**src/rtl/scr_pkg.sv**
```systemverilog
package scr_pkg;

  localparam int ADDR_W = 16;
  localparam int WRAM_W = 13;

  typedef enum logic [3:0] {
    WK_NONE,
    WK_OUTER,
    WK_WRAM,
    WK_MIRROR,
    WK_BSEL,
    WK_BDATA,
    WK_LATCH,
    WK_RELOAD,
    WK_IRQ_OFF,
    WK_IRQ_ON
  } wr_kind_e;

  typedef enum logic [1:0] {
    PG_BANK   = 2'd0,
    PG_MIRROR = 2'd1,
    PG_IRQCNT = 2'd2,
    PG_IRQEN  = 2'd3
  } core_page_e;

  typedef struct packed {
    logic       we;
    core_page_e page;
    logic       odd;
  } core_cmd_t;

endpackage

```
**src/rtl/scr_addr_decode.sv**
```systemverilog
module scr_addr_decode
  import scr_pkg::*;
(
  input  logic              we_i,
  input  logic [ADDR_W-1:0] addr_i,
  output wr_kind_e          kind_o
);

  localparam logic [3:0] OUTER_NIB = 4'h5;
  localparam logic [2:0] WRAM_TOP  = 3'b011;

  logic [2:0] key;

  always_comb begin
    key = {addr_i[ADDR_W-2:ADDR_W-3], addr_i[0]};
  end

  always_comb begin
    kind_o = WK_NONE;
    if (we_i) begin
      if (addr_i[ADDR_W-1 -: 4] == OUTER_NIB) begin
        kind_o = WK_OUTER;
      end else if (addr_i[ADDR_W-1 -: 3] == WRAM_TOP) begin
        kind_o = WK_WRAM;
      end else if (addr_i[ADDR_W-1]) begin
        unique case (key)
          3'b000:  kind_o = WK_NONE;
          3'b001:  kind_o = WK_MIRROR;
          3'b010:  kind_o = WK_BSEL;
          3'b011:  kind_o = WK_LATCH;
          3'b100:  kind_o = WK_BDATA;
          3'b101:  kind_o = WK_RELOAD;
          3'b110:  kind_o = WK_IRQ_OFF;
          default: kind_o = WK_IRQ_ON;
        endcase
      end
    end
  end

endmodule

```
**src/rtl/scr_idx_permute.sv**
```systemverilog
module scr_idx_permute #(
  parameter int DATA_W = 8
) (
  input  logic [DATA_W-1:0] raw_i,
  output logic [DATA_W-1:0] cooked_o
);

  localparam int IDX_W  = 3;
  localparam int KEEP_W = 2;
  localparam int ZERO_W = DATA_W - IDX_W - KEEP_W;

  logic [IDX_W-1:0] idx_new;

  always_comb begin
    unique case (raw_i[IDX_W-1:0])
      3'd0:    idx_new = 3'd0;
      3'd1:    idx_new = 3'd3;
      3'd2:    idx_new = 3'd1;
      3'd3:    idx_new = 3'd5;
      3'd4:    idx_new = 3'd6;
      3'd5:    idx_new = 3'd7;
      3'd6:    idx_new = 3'd2;
      default: idx_new = 3'd4;
    endcase
  end

  always_comb begin
    cooked_o = {raw_i[DATA_W-1 -: KEEP_W], {ZERO_W{1'b0}}, idx_new};
  end

endmodule

```
**src/rtl/scr_pend_flag.sv**
```systemverilog
module scr_pend_flag (
  input  logic clk,
  input  logic rst_n,
  input  logic set_i,
  input  logic clr_i,
  output logic pend_o
);

  logic pend_d;

  always_comb begin
    pend_d = pend_o;
    if (set_i) begin
      pend_d = 1'b1;
    end else if (clr_i) begin
      pend_d = 1'b0;
    end
  end

  always_ff @(posedge clk or negedge rst_n) begin
    if (!rst_n) begin
      pend_o <= 1'b0;
    end else if (set_i || clr_i) begin
      pend_o <= pend_d;
    end
  end

endmodule

```
**src/rtl/scr_map_frontend.sv**
```systemverilog
module scr_map_frontend
  import scr_pkg::*;
#(
  parameter int DATA_W = 8
) (
  input  logic              clk,
  input  logic              rst_n,
  input  logic              cpu_we,
  input  logic [15:0]       cpu_addr,
  input  logic [DATA_W-1:0] cpu_wdata,
  output logic              core_we,
  output logic [1:0]        core_page,
  output logic              core_odd,
  output logic [DATA_W-1:0] out_data,
  output logic              wram_we,
  output logic [12:0]       wram_off,
  output logic [DATA_W-1:0] outer_q
);

  wr_kind_e          kind;
  logic [DATA_W-1:0] bsel_data;
  logic              pend;
  logic              pend_set;
  logic              pend_clr;

  core_cmd_t         cmd_d;
  core_cmd_t         cmd_q;
  logic [DATA_W-1:0] data_d;
  logic              wram_we_d;
  logic              outer_ld;

  scr_addr_decode u_dec (
    .we_i   (cpu_we),
    .addr_i (cpu_addr),
    .kind_o (kind)
  );

  scr_idx_permute #(.DATA_W(DATA_W)) u_perm (
    .raw_i    (cpu_wdata),
    .cooked_o (bsel_data)
  );

  scr_pend_flag u_pend (
    .clk    (clk),
    .rst_n  (rst_n),
    .set_i  (pend_set),
    .clr_i  (pend_clr),
    .pend_o (pend)
  );

  // next-state
  always_comb begin
    cmd_d     = '{we: 1'b0, page: PG_BANK, odd: 1'b0};
    data_d    = cpu_wdata;
    wram_we_d = 1'b0;
    outer_ld  = 1'b0;
    pend_set  = 1'b0;
    pend_clr  = 1'b0;
    unique case (kind)
      WK_OUTER:   outer_ld  = 1'b1;
      WK_WRAM:    wram_we_d = 1'b1;
      WK_MIRROR:  cmd_d = '{we: 1'b1, page: PG_MIRROR, odd: 1'b0};
      WK_BSEL: begin
        cmd_d    = '{we: 1'b1, page: PG_BANK, odd: 1'b0};
        data_d   = bsel_data;
        pend_set = 1'b1;
      end
      WK_BDATA: begin
        pend_clr = 1'b1;
        if (pend) begin
          cmd_d = '{we: 1'b1, page: PG_BANK, odd: 1'b1};
        end
      end
      WK_LATCH:   cmd_d = '{we: 1'b1, page: PG_IRQCNT, odd: 1'b0};
      WK_RELOAD:  cmd_d = '{we: 1'b1, page: PG_IRQCNT, odd: 1'b1};
      WK_IRQ_OFF: cmd_d = '{we: 1'b1, page: PG_IRQEN,  odd: 1'b0};
      WK_IRQ_ON:  cmd_d = '{we: 1'b1, page: PG_IRQEN,  odd: 1'b1};
      default:    cmd_d = '{we: 1'b0, page: PG_BANK, odd: 1'b0};
    endcase
  end

  // strobes
  always_ff @(posedge clk or negedge rst_n) begin
    if (!rst_n) begin
      cmd_q   <= '{we: 1'b0, page: PG_BANK, odd: 1'b0};
      wram_we <= 1'b0;
    end else begin
      cmd_q   <= cmd_d;
      wram_we <= wram_we_d;
    end
  end

  // payload, enabled only when a strobe is issued
  always_ff @(posedge clk or negedge rst_n) begin
    if (!rst_n) begin
      out_data <= '0;
    end else if (cmd_d.we || wram_we_d) begin
      out_data <= data_d;
    end
  end

  always_ff @(posedge clk or negedge rst_n) begin
    if (!rst_n) begin
      wram_off <= '0;
    end else if (wram_we_d) begin
      wram_off <= cpu_addr[WRAM_W-1:0];
    end
  end

  always_ff @(posedge clk or negedge rst_n) begin
    if (!rst_n) begin
      outer_q <= '0;
    end else if (outer_ld) begin
      outer_q <= cpu_wdata;
    end
  end

  always_comb begin
    core_we   = cmd_q.we;
    core_page = cmd_q.page;
    core_odd  = cmd_q.odd;
  end

  AST_OUTER_HOLD: assert property (@(posedge clk) disable iff (!rst_n)
    (kind != WK_OUTER) |=> $stable(outer_q));

  AST_WRAM_ALONE: assert property (@(posedge clk) disable iff (!rst_n)
    (kind == WK_WRAM) |=> (wram_we && !core_we));

  AST_BSEL_PACK: assert property (@(posedge clk) disable iff (!rst_n)
    (core_we && core_page == 2'd0 && !core_odd) |-> (out_data[5:3] == 3'b000));

  AST_DATA_NEEDS_PEND: assert property (@(posedge clk) disable iff (!rst_n)
    (core_we && core_page == 2'd0 && core_odd) |-> $past(pend));

  AST_PEND_ONESHOT: assert property (@(posedge clk) disable iff (!rst_n)
    (kind == WK_BDATA) |=> !pend);

  AST_DEAD_WRITE: assert property (@(posedge clk) disable iff (!rst_n)
    (kind == WK_NONE) |=> (!core_we && !wram_we));

  AST_STROBE_EXCL: assert property (@(posedge clk) disable iff (!rst_n)
    !(core_we && wram_we));

  AST_STROBE_SRC: assert property (@(posedge clk) disable iff (!rst_n)
    (core_we || wram_we) |-> $past(cpu_we));

endmodule

```
**config.mk**
```make
export PLATFORM = sky130hd
export DESIGN_NAME = scr_map_frontend
export DESIGN_NICKNAME = d
export VERILOG_FILES = /design/src/rtl/scr_pkg.sv /design/src/rtl/scr_addr_decode.sv /design/src/rtl/scr_idx_permute.sv /design/src/rtl/scr_pend_flag.sv /design/src/rtl/scr_map_frontend.sv
export SDC_FILE = /design/constraint.sdc
export NUM_CORES = 1
export LEC_CHECK = 0
export CAP_MARGIN = 0
export CORE_MARGIN = 2
export CORE_UTILIZATION = 35
export DETAILED_ROUTE_END_ITERATION = 6
export DONT_BUFFER_PORTS = 1
export PLACE_DENSITY = 0.56
export SLEW_MARGIN = 20
export SYNTH_ARGS = -nofsm -noshare
export SYNTH_HDL_FRONTEND = slang
export SYNTH_HIERARCHICAL = 1
export SYNTH_SLANG_ARGS = --single-unit
```
**constraint.sdc**
```tcl
create_clock -name clk -period 2.1 [get_ports clk]
set_clock_uncertainty 0.1 [all_clocks]
set_input_delay 0.105 -clock clk [delete_from_list [all_inputs] [get_ports clk]]
set_output_delay 0.105 -clock clk [all_outputs]
set_load 0.02 [all_outputs]
```
==> impl_metrics.env <==
export IMPL_drive_gt1_share_pct=32.5
export IMPL_synth_fa_ha_area_share_pct=1.48
export IMPL_synth_seq_cells=35
export IMPL_yosysSeqAreaShare_pct=51.7
export IMPL_design_area_sq_um=2100
export IMPL_synth_simple_gate_area_share_pct=11.4
export IMPL_grt_max_degree=36
export IMPL_synth_mux_area_share_pct=25.2
export IMPL_die_area_sq_um=5420
export IMPL_die_width_um=73.6
export IMPL_die_h_um=73.6
export IMPL_dpl_instance_area_sq_um=1780
export IMPL_gp_congestion=0.720
export IMPL_synth_top_family_by_area="multiplexers"
export IMPL_multi_input_area_sq_um=737
export IMPL_setup_viol=0
export IMPL_synth_top_area_cell="dfrtp_1"
export IMPL_rsz0062_at_grt="false"
export IMPL_start_kind="primary input"
export IMPL_grt_pass1_wl_mm=5.09
export IMPL_cp_max_fo=9
export IMPL_required_ns=2.16
export IMPL_synth_area_sq_um=1700
export IMPL_clkLatencyLatePin_ns=0.27
export IMPL_h_tree_depth=2
export IMPL_root_buffer="clkbuf_8"
export IMPL_drt_iter0_markers=9
export IMPL_synth_compound_area_share_pct=4.72
export IMPL_hpwl_mm=2.35
export IMPL_grt_pass1_vias=1184
export IMPL_hold_class="in -> reg"
export IMPL_fin_crit_ns=1.78
export IMPL_start_util_pct=36.1
export IMPL_status="complete, no violations"
export IMPL_io_buffer_count=0
export IMPL_ctsHoldBuffers=23
export IMPL_maxCapViolations=0
export IMPL_final_nets=188
export IMPL_post_cts_buffers=0
export IMPL_grt_overflow=0
export IMPL_clockBufferDepth=2
export IMPL_path_clk_slew_ns=0.06
export IMPL_track_usage_pct=12.4
export IMPL_finalCritPeriodShare_pct=84.7
export IMPL_numCtsBuffers=5
export IMPL_synth_top_area_share_pct=51.7
export IMPL_cts_sinks=35
export IMPL_fmax_mhz=562
export IMPL_wirelength_mm=3.26
export IMPL_syn_to_final_growth_pct=24.0
export IMPL_tritoncts="done"
export IMPL_remaining_drc_errors=0
export IMPL_slew_viol_final=0
export IMPL_power_density_nw_per_um2=923
export IMPL_synth_area_leaders="dfrtp_1 52%, mux2_2 19%, mux2_1 6.0%, buf_4 3.1%, nor3_4 1.9%"
export IMPL_critPathKind="in -> reg"
export IMPL_antenna_diode_count=0
export IMPL_synth_xor_area_share_pct=0
export IMPL_fin_tns_setup_ns=0
export IMPL_firstDrtPassIters=3
export IMPL_antenna_found_initial=0
export IMPL_syn_avg_cell_area_sq_um=13.2
export IMPL_yosysWarnings=6
export IMPL_endpoint_kind="register"
export IMPL_rows=25
export IMPL_num_vias=1071
export IMPL_peakVddDrop_v=0.000586
export IMPL_fillCellCount=433
export IMPL_ant_nets=0
export IMPL_core_sq_um=4690
export IMPL_cts_resized=0
export IMPL_ios=61
export IMPL_wire_per_inst_um=15.3
export IMPL_p_leak_nw=0.891
export IMPL_arrival_ns=1.84
export IMPL_hold_violations=0
export IMPL_syn_inst=128
export IMPL_regArea_sq_um=876
export IMPL_via_per_inst=5.00
export IMPL_yosysUniqueCellTypes=27
==> critical path, cell delays in order <==
cell and delay (ns):
ha_1 0.18, and2b_2 0.19, a31oi_1 0.15, nor3b_1 0.07, buf_4 0.17, nor3_4 0.22, buf_12 0.15, mux2_1 0.31
mux2_1 0.29
==> layer usage <==
| metal | GRT usage (%) | vias up | part of all wire (%) |
|---|---|---|---|
| li1 | - | 497 | - |
| met1 | 12.4 | 521 | 38 |
| met2 | 22.6 | 50 | 51 |
| met3 | 6.04 | 3 | 10 |
| met4 | 3.64 | 0 | 0.64 |
| met5 | 0 | - | 0 |
==> registers in the layout (all words and copies together), names as in the netlist <==
| signal | cells |
|---|---|
| u_pend/pend_o | 1 |
| wram_we | 1 |
| outer_q | 8 |
| core_we | 1 |
| out_data | 8 |
| wram_off | 13 |
| core_page | 2 |
| core_odd | 1 |
==> where the power goes <==
part	total, W	switching [W]	internal [W]
Clock	0.000454	0.000222	0.000232
Combinational	0.000310	0.000107	0.000203
Sequential	0.00118	0.000330	0.000846
==> layout make-up <==
class	instances	share of cell area [%]
Clock buffer	7	3.63
Clock inverter	1	0.238
Inverter	4	0.714
Multi-Input combinational cell	82	35.1
Sequential cell	35	41.7
Tap cell	54	3.21
Timing Repair Buffer	31	15.5
==> cells in the final DEF, fill, tap and decap left out <==
cell type / count
a21oi_1: 2
dlygate4sd3_1: 22
and3_2: 1
o21ai_2: 1
clkbuf_1: 2
ha_1: 2
buf_4: 6
o21ai_0: 5
mux2_1: 9
and4bb_2: 1
and2b_2: 1
nand2b_4: 1
nor3_4: 2
mux2_2: 29
nand4_1: 1
clkbuf_8: 5
buf_12: 3
a21o_1: 1
a31oi_1: 1
clkinv_2: 1
nor4b_4: 1
a21boi_1: 1
dfrtp_1: 35
nand2_1: 7
conb_1: 3
nor2_1: 4
a21boi_0: 2
nand2b_1: 5
nor3b_1: 1
and2b_1: 1
inv_1: 4
==> cell usage after synthesis <==
cell and instances:
a21boi_0 2, a21boi_1 1, a21o_1 1, a21oi_1 2
a31oi_1 1, and2b_1 1, and2b_2 1, and3_2 1
and4bb_2 1, buf_4 7, buf_6 2, conb_1 1
dfrtp_1 35, ha_1 2, inv_1 4, mux2_1 9
mux2_2 29, nand2_1 7, nand2b_1 5, nand2b_4 1
nand4_1 1, nor2_1 4, nor3_4 2, nor3b_1 1
nor4b_4 1, o21ai_0 5, o21ai_2 1
==> kinds of logic (layout without fill, tap and decap cells) <==
logic type,Yosys count,in the layout
AO/OA/AOI/OAI,13,13
adder cells (fa/ha/maj),2,2
buffers and inverters,13,43
flip-flops,35,35
multiplexers,38,38
other,1,3
AND/OR/NAND/NOR,26,26
==> metrics by stage <==
step	setup slack, ns	hold WS, ns	utilization [%]	instances	power [W]
final	0.321	0.111	44.8	214	0.00194
after global routing	0.225	0.130	44.8	214	0.00205
after CTS	0.304	0.101	44.8	214	0.00198
after detailed placement	0.0119	-0.290	37.9	183	0.00145
after global placement	0.0891	-0.290	37.9	183	0.00144
after floorplan	0.111	-0.291	-	130	0.00138
==> worst paths after layout <==
check                         startpoint            end  slack (ns)  depth (start not counted)
max in group asynchronous          rst_n    out_data[0]        1.54                          2
setup / recovery            cpu_addr[13]    out_data[0]        0.32                          9
hold reg to reg            u_pend/pend_o  u_pend/pend_o        0.41                          1
hold / removal              cpu_wdata[1]    out_data[2]        0.11                          4
min in group asynchronous          rst_n    out_data[5]        0.19                          2
setup reg to reg           u_pend/pend_o    out_data[0]        0.60                          5
(Power assumes the default switching activity.)
